`config.mk`:
```
export PLATFORM = sky130hd
export DESIGN_NAME = pll_coeff_search
export DESIGN_NICKNAME = d
export VERILOG_FILES = /design/src/rtl/pllsrch_pkg.sv /design/src/rtl/pllsrch_plmap.sv /design/src/rtl/pllsrch_divider.sv /design/src/rtl/pll_coeff_search.sv
export SDC_FILE = /design/constraint.sdc
export NUM_CORES = 2
export LEC_CHECK = 0
export ABC_AREA = 0
export ABC_CLOCK_PERIOD_IN_PS = 7000
export CORE_ASPECT_RATIO = 1.5
export CORE_UTILIZATION = 58
export CTS_CLUSTER_SIZE = 20
export DETAILED_ROUTE_END_ITERATION = 6
export GPL_ROUTABILITY_DRIVEN = 0
export MAX_ROUTING_LAYER = met4
export PLACE_DENSITY = 0.75
export RECOVER_POWER = 50
export REMOVE_ABC_BUFFERS = 1
export SYNTH_ARGS = -nofsm -noshare
export SYNTH_HDL_FRONTEND = slang
export SYNTH_SLANG_ARGS = --single-unit
```
`constraint.sdc`:
```
create_clock -name clk -period 7 [get_ports clk]
set_input_delay 1.4 -clock clk [delete_from_list [all_inputs] [get_ports clk]]
set_output_delay 1.4 -clock clk [all_outputs]
set_load 0.01 [all_outputs]
```
`src/rtl/pllsrch_pkg.sv`:
```
// Package: shared widths, state encoding and the PL-code/ratio functions.
// Assumes: codes are 4 bits, ratios fit in 6 bits (max 32).
package pllsrch_pkg;

    parameter int WORD_W  = 40;   // datapath width of all products/quotients
    parameter int CODE_W  = 4;    // PL code width
    parameter int RATIO_W = 6;    // post-divide ratio width
    parameter int NCODES  = 15;   // number of defined PL codes

    typedef enum logic [3:0] {
        ST_IDLE, ST_HEAD, ST_HI, ST_LO, ST_PL, ST_U,
        ST_N, ST_NCHK, ST_VCO, ST_OUT, ST_FIN
    } srch_state_t;

    // Ratio for a PL code; undefined codes give 1.
    function automatic logic [RATIO_W-1:0] code_ratio(input logic [CODE_W-1:0] code);
        case (code)
            4'd0:  return 6'd1;
            4'd1:  return 6'd2;
            4'd2:  return 6'd3;
            4'd3:  return 6'd4;
            4'd4:  return 6'd5;
            4'd5:  return 6'd6;
            4'd6:  return 6'd8;
            4'd7:  return 6'd10;
            4'd8:  return 6'd12;
            4'd9:  return 6'd16;
            4'd10: return 6'd12;
            4'd11: return 6'd16;
            4'd12: return 6'd20;
            4'd13: return 6'd24;
            4'd14: return 6'd32;
            default: return 6'd1;
        endcase
    endfunction

endpackage

```
`src/rtl/pllsrch_plmap.sv`:
```
// Module: PL code to ratio lookup, plus the reverse lookup that returns the
// lowest code (0..NCODES-2) whose ratio reaches the request, else the last code.
// Assumes: purely combinational; ratio_in already clamped by the caller.
module pllsrch_plmap
    import pllsrch_pkg::*;
(
    input  logic [CODE_W-1:0]  code_in,
    output logic [RATIO_W-1:0] ratio_out,
    input  logic [RATIO_W-1:0] ratio_in,
    output logic [CODE_W-1:0]  code_out
);
    localparam int SCAN = NCODES - 1;

    logic [SCAN-1:0] reach;

    // forward lookup
    assign ratio_out = code_ratio(code_in);

    // one comparator per scanned code
    for (genvar g = 0; g < SCAN; g++) begin : g_cmp
        assign reach[g] = code_ratio(CODE_W'(g)) >= ratio_in;
    end

    // priority pick: lowest reaching code wins, default is the last code
    always_comb begin
        code_out = CODE_W'(SCAN);
        for (int i = SCAN - 1; i >= 0; i--) begin
            if (reach[i]) code_out = CODE_W'(i);
        end
    end

endmodule

```
`src/rtl/pllsrch_divider.sv`:
```
// Module: restoring bit-serial unsigned divider, one quotient bit per cycle.
// Assumes: start only when idle; operands sampled on start; done pulses one
// cycle after the last step and the results then hold until the next start.
// A zero divisor yields an all-ones quotient.
module pllsrch_divider #(
    parameter int W = 40
) (
    input  logic         clk,
    input  logic         rst_n,
    input  logic         start,
    input  logic [W-1:0] dividend,
    input  logic [W-1:0] divisor,
    output logic         done,
    output logic [W-1:0] quot,
    output logic [W-1:0] rem
);
    localparam int CNT_W = $clog2(W + 1);

    logic [CNT_W-1:0] cnt;
    logic [W-1:0]     dvs;
    logic             run;
    logic [W:0]       trial;

    // shifted partial remainder for this step
    assign trial = {rem, quot[W-1]};

    // iterate one bit per cycle
    always_ff @(posedge clk) begin
        if (!rst_n) begin
            cnt  <= '0;
            dvs  <= '0;
            run  <= 1'b0;
            done <= 1'b0;
            quot <= '0;
            rem  <= '0;
        end else begin
            done <= 1'b0;
            if (start) begin
                quot <= dividend;
                rem  <= '0;
                dvs  <= divisor;
                cnt  <= CNT_W'(W);
                run  <= 1'b1;
            end else if (run) begin
                if (trial >= {1'b0, dvs}) begin
                    rem  <= W'(trial - {1'b0, dvs});
                    quot <= {quot[W-2:0], 1'b1};
                end else begin
                    rem  <= trial[W-1:0];
                    quot <= {quot[W-2:0], 1'b0};
                end
                cnt <= cnt - 1'b1;
                if (cnt == CNT_W'(1)) begin
                    run  <= 1'b0;
                    done <= 1'b1;
                end
            end
        end
    end

endmodule

```
`src/rtl/pll_coeff_search.sv`:
```
// Module: sequential PLL coefficient search. Derives a PL window from VCO
// limits with 2% headroom, then walks PL, M and N, scoring one candidate per
// step through a shared serial divider and keeping the strictly best one.
// Assumes: rate_khz != 0; start is a single-cycle pulse and is ignored while
// busy; outputs are valid with done and held until the next result.
module pll_coeff_search
    import pllsrch_pkg::*;
#(
    parameter int RATE_W   = 24,
    parameter int REF_W    = 20,
    parameter int M_MIN    = 1,
    parameter int M_MAX    = 255,
    parameter int N_MIN    = 8,
    parameter int N_MAX    = 255,
    parameter int U_MIN    = 12000,
    parameter int U_MAX    = 38000,
    parameter int VCO_MIN  = 1000000,
    parameter int VCO_MAX  = 2064000,
    parameter int RAT_MIN  = 1,
    parameter int RAT_MAX  = 32,
    parameter int HEADROOM = 50,
    parameter int DEF_PL   = 1
) (
    input  logic              clk,
    input  logic              rst_n,
    input  logic              start,
    input  logic [RATE_W-1:0] rate_khz,
    input  logic [REF_W-1:0]  ref_khz,
    output logic              busy,
    output logic              done,
    output logic              exact,
    output logic [7:0]        m_out,
    output logic [7:0]        n_out,
    output logic [3:0]        pl_out
);
    localparam int M_W = 8;
    localparam int N_W = 9;
    localparam logic [WORD_W-1:0] K_UMIN  = WORD_W'(U_MIN);
    localparam logic [WORD_W-1:0] K_UMAX  = WORD_W'(U_MAX);
    localparam logic [WORD_W-1:0] K_NMAXW = WORD_W'(N_MAX);
    localparam logic [N_W-1:0]    K_NMIN  = N_W'(N_MIN);
    localparam logic [N_W-1:0]    K_NMAX  = N_W'(N_MAX);
    localparam logic [WORD_W-1:0] K_VMIN  = WORD_W'(VCO_MIN);
    localparam logic [WORD_W-1:0] K_VMAX  = WORD_W'(VCO_MAX);
    localparam logic [WORD_W-1:0] K_RMIN  = WORD_W'(RAT_MIN);
    localparam logic [WORD_W-1:0] K_RMAX  = WORD_W'(RAT_MAX);
    localparam logic [WORD_W-1:0] K_HEAD  = WORD_W'(HEADROOM);
    localparam logic [M_W-1:0]    K_MMIN  = M_W'(M_MIN);
    localparam logic [M_W-1:0]    K_MMAX  = M_W'(M_MAX);

    srch_state_t         state;
    logic                launched;
    logic [WORD_W-1:0]   tgt, vt0, vmax, goal, vco, refv, best_err;
    logic [CODE_W-1:0]   pl_lo, pl_hi, pl_cur, best_pl;
    logic [M_W-1:0]      m_cur, best_m;
    logic [N_W-1:0]      n_cur, n_hi;
    logic [7:0]          best_n;

    logic                div_go, div_done, is_div;
    logic [WORD_W-1:0]   dvd, dvs, div_q, div_r, err, vt0_next;
    logic [RATIO_W-1:0]  ratio_cur, ratio_clamp;
    logic [CODE_W-1:0]   code_rev;
    logic                m_last, pl_last, vco_ok;

    // code/ratio tables
    pllsrch_plmap u_map (
        .code_in  (pl_cur),
        .ratio_out(ratio_cur),
        .ratio_in (ratio_clamp),
        .code_out (code_rev)
    );

    // shared quotient engine
    pllsrch_divider #(.W(WORD_W)) u_div (
        .clk     (clk),
        .rst_n   (rst_n),
        .start   (div_go),
        .dividend(dvd),
        .divisor (dvs),
        .done    (div_done),
        .quot    (div_q),
        .rem     (div_r)
    );

    // clamp the latest quotient into the legal ratio range
    assign ratio_clamp = (div_q < K_RMIN) ? RATIO_W'(RAT_MIN) :
                         (div_q > K_RMAX) ? RATIO_W'(RAT_MAX) : div_q[RATIO_W-1:0];

    // loop-end tests and helper values
    assign m_last   = (m_cur == K_MMAX);
    assign pl_last  = (pl_cur == pl_hi);
    assign vco_ok   = (div_q >= K_VMIN) && (div_q <= vmax);
    assign err      = (div_q > tgt) ? (div_q - tgt) : (tgt - div_q);
    assign vt0_next = tgt + div_q;
    assign busy     = (state != ST_IDLE);

    // operand selection per dividing state
    always_comb begin
        is_div = 1'b1;
        dvd    = '0;
        dvs    = WORD_W'(1);
        case (state)
            ST_HEAD: begin dvd = tgt;                    dvs = K_HEAD;              end
            ST_HI:   begin dvd = vmax + vt0 - 1'b1;      dvs = vt0;                 end
            ST_LO:   begin dvd = K_VMIN;                 dvs = vt0;                 end
            ST_U:    begin dvd = refv;                   dvs = WORD_W'(m_cur);      end
            ST_N:    begin dvd = goal * WORD_W'(m_cur);  dvs = refv;                end
            ST_VCO:  begin dvd = refv * WORD_W'(n_cur);  dvs = WORD_W'(m_cur);      end
            ST_OUT:  begin dvd = vco + WORD_W'(ratio_cur >> 1); dvs = WORD_W'(ratio_cur); end
            default: is_div = 1'b0;
        endcase
        div_go = is_div && !launched;
    end

    // search sequencer and best-candidate tracking
    always_ff @(posedge clk) begin
        if (!rst_n) begin
            state <= ST_IDLE;  launched <= 1'b0;
            tgt <= '0; vt0 <= '0; vmax <= '0; goal <= '0; vco <= '0; refv <= '0;
            pl_lo <= '0; pl_hi <= '0; pl_cur <= '0; m_cur <= '0;
            n_cur <= '0; n_hi <= '0;
            best_m <= '0; best_n <= '0; best_pl <= '0; best_err <= '0;
            done <= 1'b0; exact <= 1'b0;
            m_out <= '0; n_out <= '0; pl_out <= '0;
        end else begin
            done <= 1'b0;
            if (div_go) launched <= 1'b1;
            if (div_done) launched <= 1'b0;
            case (state)
                ST_IDLE: if (start) begin
                    tgt      <= WORD_W'(rate_khz) << 1;
                    refv     <= WORD_W'(ref_khz);
                    best_m   <= K_MMAX;
                    best_n   <= 8'(N_MIN);
                    best_pl  <= CODE_W'(DEF_PL);
                    best_err <= '1;
                    state    <= ST_HEAD;
                end
                ST_HEAD: if (div_done) begin
                    vt0   <= vt0_next;
                    vmax  <= (vt0_next > K_VMAX) ? vt0_next : K_VMAX;
                    state <= ST_HI;
                end
                ST_HI: if (div_done) begin
                    pl_hi <= code_rev;
                    state <= ST_LO;
                end
                ST_LO: if (div_done) begin
                    pl_lo  <= code_rev;
                    pl_cur <= code_rev;
                    state  <= (code_rev > pl_hi) ? ST_FIN : ST_PL;
                end
                ST_PL: begin
                    goal  <= tgt * WORD_W'(ratio_cur);
                    m_cur <= K_MMIN;
                    state <= ST_U;
                end
                ST_U: if (div_done) begin
                    if (div_q < K_UMIN) begin
                        pl_cur <= pl_cur + 1'b1;
                        state  <= pl_last ? ST_FIN : ST_PL;
                    end else if (div_q > K_UMAX) begin
                        if (m_last) begin
                            pl_cur <= pl_cur + 1'b1;
                            state  <= pl_last ? ST_FIN : ST_PL;
                        end else begin
                            m_cur <= m_cur + 1'b1;
                            state <= ST_U;
                        end
                    end else begin
                        state <= ST_N;
                    end
                end
                ST_N: if (div_done) begin
                    if (div_q > K_NMAXW) begin
                        pl_cur <= pl_cur + 1'b1;
                        state  <= pl_last ? ST_FIN : ST_PL;
                    end else begin
                        n_cur <= div_q[N_W-1:0];
                        n_hi  <= div_q[N_W-1:0] + N_W'(div_r != '0);
                        state <= ST_NCHK;
                    end
                end
                ST_NCHK: begin
                    if (n_cur > n_hi || n_cur > K_NMAX) begin
                        if (m_last) begin
                            pl_cur <= pl_cur + 1'b1;
                            state  <= pl_last ? ST_FIN : ST_PL;
                        end else begin
                            m_cur <= m_cur + 1'b1;
                            state <= ST_U;
                        end
                    end else if (n_cur < K_NMIN) begin
                        n_cur <= n_cur + 1'b1;
                    end else begin
                        state <= ST_VCO;
                    end
                end
                ST_VCO: if (div_done) begin
                    if (vco_ok) begin
                        vco   <= div_q;
                        state <= ST_OUT;
                    end else begin
                        n_cur <= n_cur + 1'b1;
                        state <= ST_NCHK;
                    end
                end
                ST_OUT: if (div_done) begin
                    if (err < best_err) begin
                        best_err <= err;
                        best_m   <= m_cur;
                        best_n   <= n_cur[7:0];
                        best_pl  <= pl_cur;
                    end
                    if (err == '0) begin
                        state <= ST_FIN;
                    end else begin
                        n_cur <= n_cur + 1'b1;
                        state <= ST_NCHK;
                    end
                end
                ST_FIN: begin
                    done   <= 1'b1;
                    exact  <= (best_err == '0);
                    m_out  <= best_m;
                    n_out  <= best_n;
                    pl_out <= best_pl;
                    state  <= ST_IDLE;
                end
                default: state <= ST_IDLE;
            endcase
        end
    end

endmodule

```
# [Word level (Yosys, flattened, before mapping)]
# Memories as Yosys holds them, arrays and structs flattened. A register that Yosys moved wholly into a read port is not among the register bits.
# Index checks and enable logic that the tools add are counted.
[totals] regBits=452 romBits=96 input_bits=47 output_inout_bits=23 word_cells=228 n_memories=1
[op_classes] addsub=12 n_mul=3 n_lt_le_gt_ge=27 eq_ne=33 muxes=90 n_bitwise=3 n_reduce_logical=30
[mem_list] name="(no name shown)" depth=16 width=6 rd=1 rd_clocked_by_memory_dff=1 write_ports=0 line="pllsrch_pkg.sv:17" text="case (code)"
[op_table] operator="$mux W40" n=8
[op_table] operator="$pmux W40 S7" n=1
[op_table] operator="$pmux W40 S5" n=1
[op_table] operator="$mux W4" n=38
[op_table] operator="$mux W8" n=11
[op_table] operator="$logic_not A40 Y1" n=2
[op_table] operator="$pmux W40 S2" n=1
[op_table] operator="$mux W9" n=8
[op_table] operator="$ge A41 B40 Y1" n=1
[op_table] operator="$add A25 B40 Y40" n=1
[op_table] operator="$add A40 B40 Y40" n=1
[op_table] operator="$add A40 B5 Y40" n=1
[op_table] operator="$ge A40 B20 Y1 const B" n=1
[op_table] operator="$gt A40 B16 Y1 const B" n=1
[op_table] operator="$gt A40 B21 Y1 const B" n=1
[op_table] operator="$gt A40 B25 Y1" n=1
[op_table] operator="$gt A40 B6 Y1 const B" n=1
[op_table] operator="$gt A40 B8 Y1 const B" n=1
[op_table] operator="$le A40 B40 Y1" n=1
[op_table] operator="$lt A40 B1 Y1 const B" n=1
[op_table] operator="$lt A40 B14 Y1 const B" n=1
[op_table] operator="$lt A40 B40 Y1" n=1
[op_table] operator="$pmux W4 S10" n=1
[op_table] operator="$reduce_bool A40 Y1" n=1
[op_table] operator="other kinds (57)" n=112

# [Logic depth before layout (Yosys ltp)]
[depth] ltp_word=20 mapped_depth=30 ltp_nobuf=26

# [Modules after synthesis]
# Synthesis repeated with hierarchy kept, for this count alone.
[hier_totals] cells_unflattened=6376 hier_area_um2=50033.0
[modules_own_cells] module="pll_coeff_search" instances=1 cells_each=5347 area_each_um2=41762.6 seq_area_each_um2=6306.0
[modules_own_cells] module="pllsrch_divider" instances=1 cells_each=982 area_each_um2=7930.1 seq_area_each_um2=2562.5
[modules_own_cells] module="pllsrch_plmap" instances=1 cells_each=47 area_each_um2=340.3 seq_area_each_um2=0.0

# [Worst setup path before layout]
# Ideal clock, no wire load.
[synth_timing] path_type="reg-to-reg" from="register n_cur[6]" to="register u_div.quot[27]" setup_time_ps=74 arrival_ps=5881 required_time_ps=6926 path_slack_ps=1044 stages_incl_launch_ff=23 path_buffers=2 period_less_slack_ps=5956 cell_sequence="dfxtp_1 > clkbuf_1 > clkbuf_1 > nand2_1 > fa_1 > inv_1 > fa_1 > fa_1 > fa_1 > ha_1 > a21o_1 > a21oi_1 > nor4b_1 > o21a_1 > o31ai_1 > a2111o_1 > a31oi_1 > nor2b_1 > o21a_1 > o21a_1 > o21a_1 > or3_1 > a31oi_1"
[synth_between] elab_chain_cells=3
[synth_lines] item="start: declaration" line="pll_coeff_search.sv:56" text="logic [N_W-1:0] n_cur, n_hi;"
[synth_lines] item="start signal: assignment" line="pll_coeff_search.sv:179" text="n_cur <= div_q[N_W-1:0];"
[synth_lines] item="start signal: assignment" line="pll_coeff_search.sv:194" text="n_cur <= n_cur + 1'b1;"
[synth_lines] item="start signal: assignment" line="pll_coeff_search.sv:204" text="n_cur <= n_cur + 1'b1;"
[synth_lines] item="$mul A20 B9 Y29" line="pll_coeff_search.sv:108" text="ST_VCO: begin dvd = refv * WORD_W'(n_cur); dvs = WORD_W'(m_cur); end"
[synth_lines] item="$pmux W40 S7" line="pll_coeff_search.sv:102" text="case (state)"
[synth_lines] item="$mux W40" line="pllsrch_divider.sv:38" text="if (start) begin"
[synth_lines] item="end signal: assignment" line="pllsrch_divider.sv:39" text="quot <= dividend;"
[synth_lines] item="end signal: assignment" line="pllsrch_divider.sv:47" text="quot <= {quot[W-2:0], 1'b1};"
[synth_lines] item="end signal: assignment" line="pllsrch_divider.sv:50" text="quot <= {quot[W-2:0], 1'b0};"
[synth_lines] item="end: declaration" line="pllsrch_divider.sv:14" text="output logic [W-1:0] quot,"
# No other way between the ends.
# A chain may end at the register's enable or synchronous reset.

# [Final worst setup path]
[layout_timing] from="register n_cur[1]" to="register u_div.quot[28]"
# The elaborated chain is that of the path after synthesis.

==> results_dict.tcl <==
set metrics [dict create \
    yosys_warnings 0 \
    synth_cell_types 94 \
    area_growth_pct 7.13 \
    cts_tree "yes" \
    ys_ff_latch 449 \
    drc 10 \
    vias 45300 \
    crit_path_max_fanout 20 \
    fin_crit_sh 0.944 \
    r2r-end "u_div.quot[28]" \
    rsz0062_at_grt "no" \
    relSlewSlack -1.57 \
    ios 70 \
    internal_power_mw 10.0 \
    cpPeakStageDelay_ns 0.81 \
    avgViaCountPerCell 6.29 \
    powerDensity_nw_per_um2 400 \
    ctsHtreeMaxLevel 2 \
    cap_violations 5 \
    cts_made_buffers 51 \
    syn_avg_cell_area_um2 7.88 \
    netlist_instances 6168 \
    wirelength_met1_um 57300 \
    timing.fmax_mhz 151 \
    cts-hold-fix-buffers 0 \
    fin_nets 6931 \
    post-cts-setup-buffers 0 \
    worstMarginPinSlew_ns 3.85 \
    port_buffers 69 \
    p_total_mw 20.8 \
    peakVddDrop_uv 517 \
    dp_hpwl_um 122000 \
    finalSetupViolCount 0 \
    dr.max_layer_used "met4" \
    clkPwrFrac 0.138 \
    clk_latency_ns 0.65 \
    drive_above_1_share 0.0471 \
    avgRoutedWirePerCell_um 22.2 \
    switching_share 0.518 \
    required_ns 7.48 \
    critical_path.endpoint_type "flip-flop" \
    drtIter0Drc 4597 \
    min_period_ns 6.60 \
    gr-total-overflow 0 \
    antenna_found_initial 7 \
    post_dp_cell_area_um2 50300 \
    row_count 129 \
    die_h_um 356 \
    r2r-start "n_cur[1]" \
    seqPwrFrac 0.186 \
    ant_nets 0 \
    wl_um 160000 \
    fin_area_um2 52000 \
    grt_pass1_vias 45000 \
    grt.total_usage 0.388 \
    maxSlewViolCount 231 \
    cpMaxStageDelayCell "dfxtp_1" \
    synth_edf_count 0 \
    grt_pass1_wl_um 250000 \
    hp-class "reg2reg" \
    post_cts_resize_count 0 \
    core_um2 82600 \
    async_flop_share 0 \
    clock-root-buffer "clkbuf_16" \
    status "finished, violations left" \
    cp.arrival_ns 7.09 \
    critical_path_buf_inv_count 4 \
    synth_ff_type "dfxtp_1" \
    die-area_um2 85000 \
    worstPathCellList "buf_4, nand2_1, fa_1, inv_1, fa_1, ha_1, inv_1, fa_1, inv_1, ha_1, a21o_1, a21oi_1, o21bai_1, a21oi_1, o21ai_0, a21boi_0, o31ai_1, a211oi_1, o21bai_1, a21o_1, nand2_1, mux2i_1, a221oi_1" \
    skew_ns 0.0244 \
    r2r_cells 23 \
    synth.cell_area_um2 48600 \
    power_switching_mw 10.8 \
    start_util 0.588 \
    dr_wl_met2_um 73900 \
    p_leak_nw 24.4 \
    met3WireLength_um 14300 \
    crit_path_start_kind "flip-flop" \
    path_class "reg2reg" \
    final_cell_mix "nand2_1 (820), inv_1 (725), a21oi_1 (466)" \
    final_common_cell "nand2_1" \
    reg2reg_setup_slack_ns 0.40 \
    yosysSeqAreaShare 0.185 \
    clock_sink_count 449 \
    crit_family "compound AO/OA/AOI/OAI gates" \
    failed_checks "design-rule violations, max-capacitance violations, max-slew violations" \
    firstDrtPassIters 7 \
    cts.path.max_buffers 3 \
    clk_pin_slew_ns 0.07 \
    die_w_um 238 \
    hold_viol_final 0 \
    comb_power_share 0.676 \
    cp-endpoint "u_div.quot[28]" \
    grt_start_max_net_pins 143 \
    startpoint "n_cur[1]" \
    cp.depth 23 \
]
## worst reg2reg max path, stage by stage, from the launching register on
cell	delay, ns
dfxtp_1	0.81
buf_4	0.29
nand2_1	0.08
fa_1	0.53
inv_1	0.06
fa_1	0.46
ha_1	0.30
inv_1	0.06
fa_1	0.53
inv_1	0.04
ha_1	0.33
a21o_1	0.20
a21oi_1	0.22
o21bai_1	0.09
a21oi_1	0.21
o21ai_0	0.17
a21boi_0	0.32
o31ai_1	0.15
a211oi_1	0.38
o21bai_1	0.10
a21o_1	0.19
nand2_1	0.10
mux2i_1	0.61
a221oi_1	0.21
## state kept, by name, indices dropped and copies added (netlist names), 6 cells and up
name             count
best_err            40
best_m               8
best_n               8
goal                30
m_cur                8
m_out                8
n_cur                9
n_hi                 9
n_out                8
refv                20
tgt                 24
u_div.cnt            6
u_div.dvs           40
u_div.quot          40
u_div.rem           40
u_map.ratio_out      6
vco                 40
vmax                40
vt0                 40
## cell usage after synthesis, types with 62 or more instances
master | instances | share of area
and2_1 | 183 | 0.024
a21o_1 | 116 | 0.018
xor2_1 | 109 | 0.020
dfxtp_1 | 449 | 0.19
o21ai_0 | 223 | 0.023
nand3_1 | 95 | 0.0098
nor2_1 | 444 | 0.034
inv_1 | 726 | 0.056
fa_1 | 390 | 0.16
nand2_1 | 823 | 0.064
a221oi_1 | 62 | 0.011
a211oi_1 | 138 | 0.021
xnor2_1 | 154 | 0.028
ha_1 | 447 | 0.12
mux2i_1 | 121 | 0.025
a21oi_1 | 466 | 0.048
clkbuf_1 | 306 | 0.024
## per-stage QoR
stage	setup WS [ns]	instances	util	TNS [ns]	hold WS, ns
after CTS	0.504	7202	0.630	0	0.456
after floorplan	-0.312	5787	-	-1.72	0.425
after global routing	0.0746	7207	0.630	0	0.468
after global placement	0.566	7107	0.609	0	0.434
final	0.395	7207	0.630	0	0.449
after detailed placement	0.545	7107	0.609	0	0.439
## layer usage
metal / up-vias / GRT usage
met1: 21700 / 0.428
met5: - / -
met3: 729 / 0.0694
met4: 0 / 0.297
met2: 2287 / 0.622
li1: 20600 / -
## power groups by stage
stage                     registers, mW  clock network [mW]  logic [mW]
after global routing               3.92                3.00        15.2
after global placement             3.87                   0        13.4
final                              3.87                2.88        14.1
after CTS                          3.83                2.89        13.7
after floorplan                    3.80                   0        9.26
after detailed placement           3.88                   0        13.6
## layout make-up
cell class | count | area [um^2]
diodes | 5 | 12.5
flip-flops and latches | 449 | 8990
multi-input cells | 4611 | 35400
inverters | 727 | 2740
fillers | 7373 | 30600
repair buffers | 207 | 1760
clock buffers | 69 | 1460
well taps | 1113 | 1390
clock inverters | 26 | 287
## how the worst min path moves through the flow
stage / from / endpoint / cells past startpoint
floorplan: vt0[21] / u_div.dvs[21] / 2
global placement: vt0[27] / u_div.dvs[27] / 2
detailed placement: vt0[23] / u_div.dvs[23] / 2
CTS: m_out[4] / m_out[4] / 2
global route: m_out[3] / m_out[3] / 2
finish: n_out[4] / n_out[4] / 2
## cells by family (layout without fill, tap and decap cells)
family	Yosys count	in the layout	synth area share
xor gates and xnor gates	263	263	0.0474
buffers and inverters	1108	1029	0.0875
other	0	5	0
DFF	449	449	0.185
and+or+nand+nor	1979	1979	0.190
adders and majority gates	838	838	0.276
muxes	124	124	0.0256
AOI/OAI and AO/OA	1407	1407	0.189
Note: power is estimated with default switching activity, not from simulation.
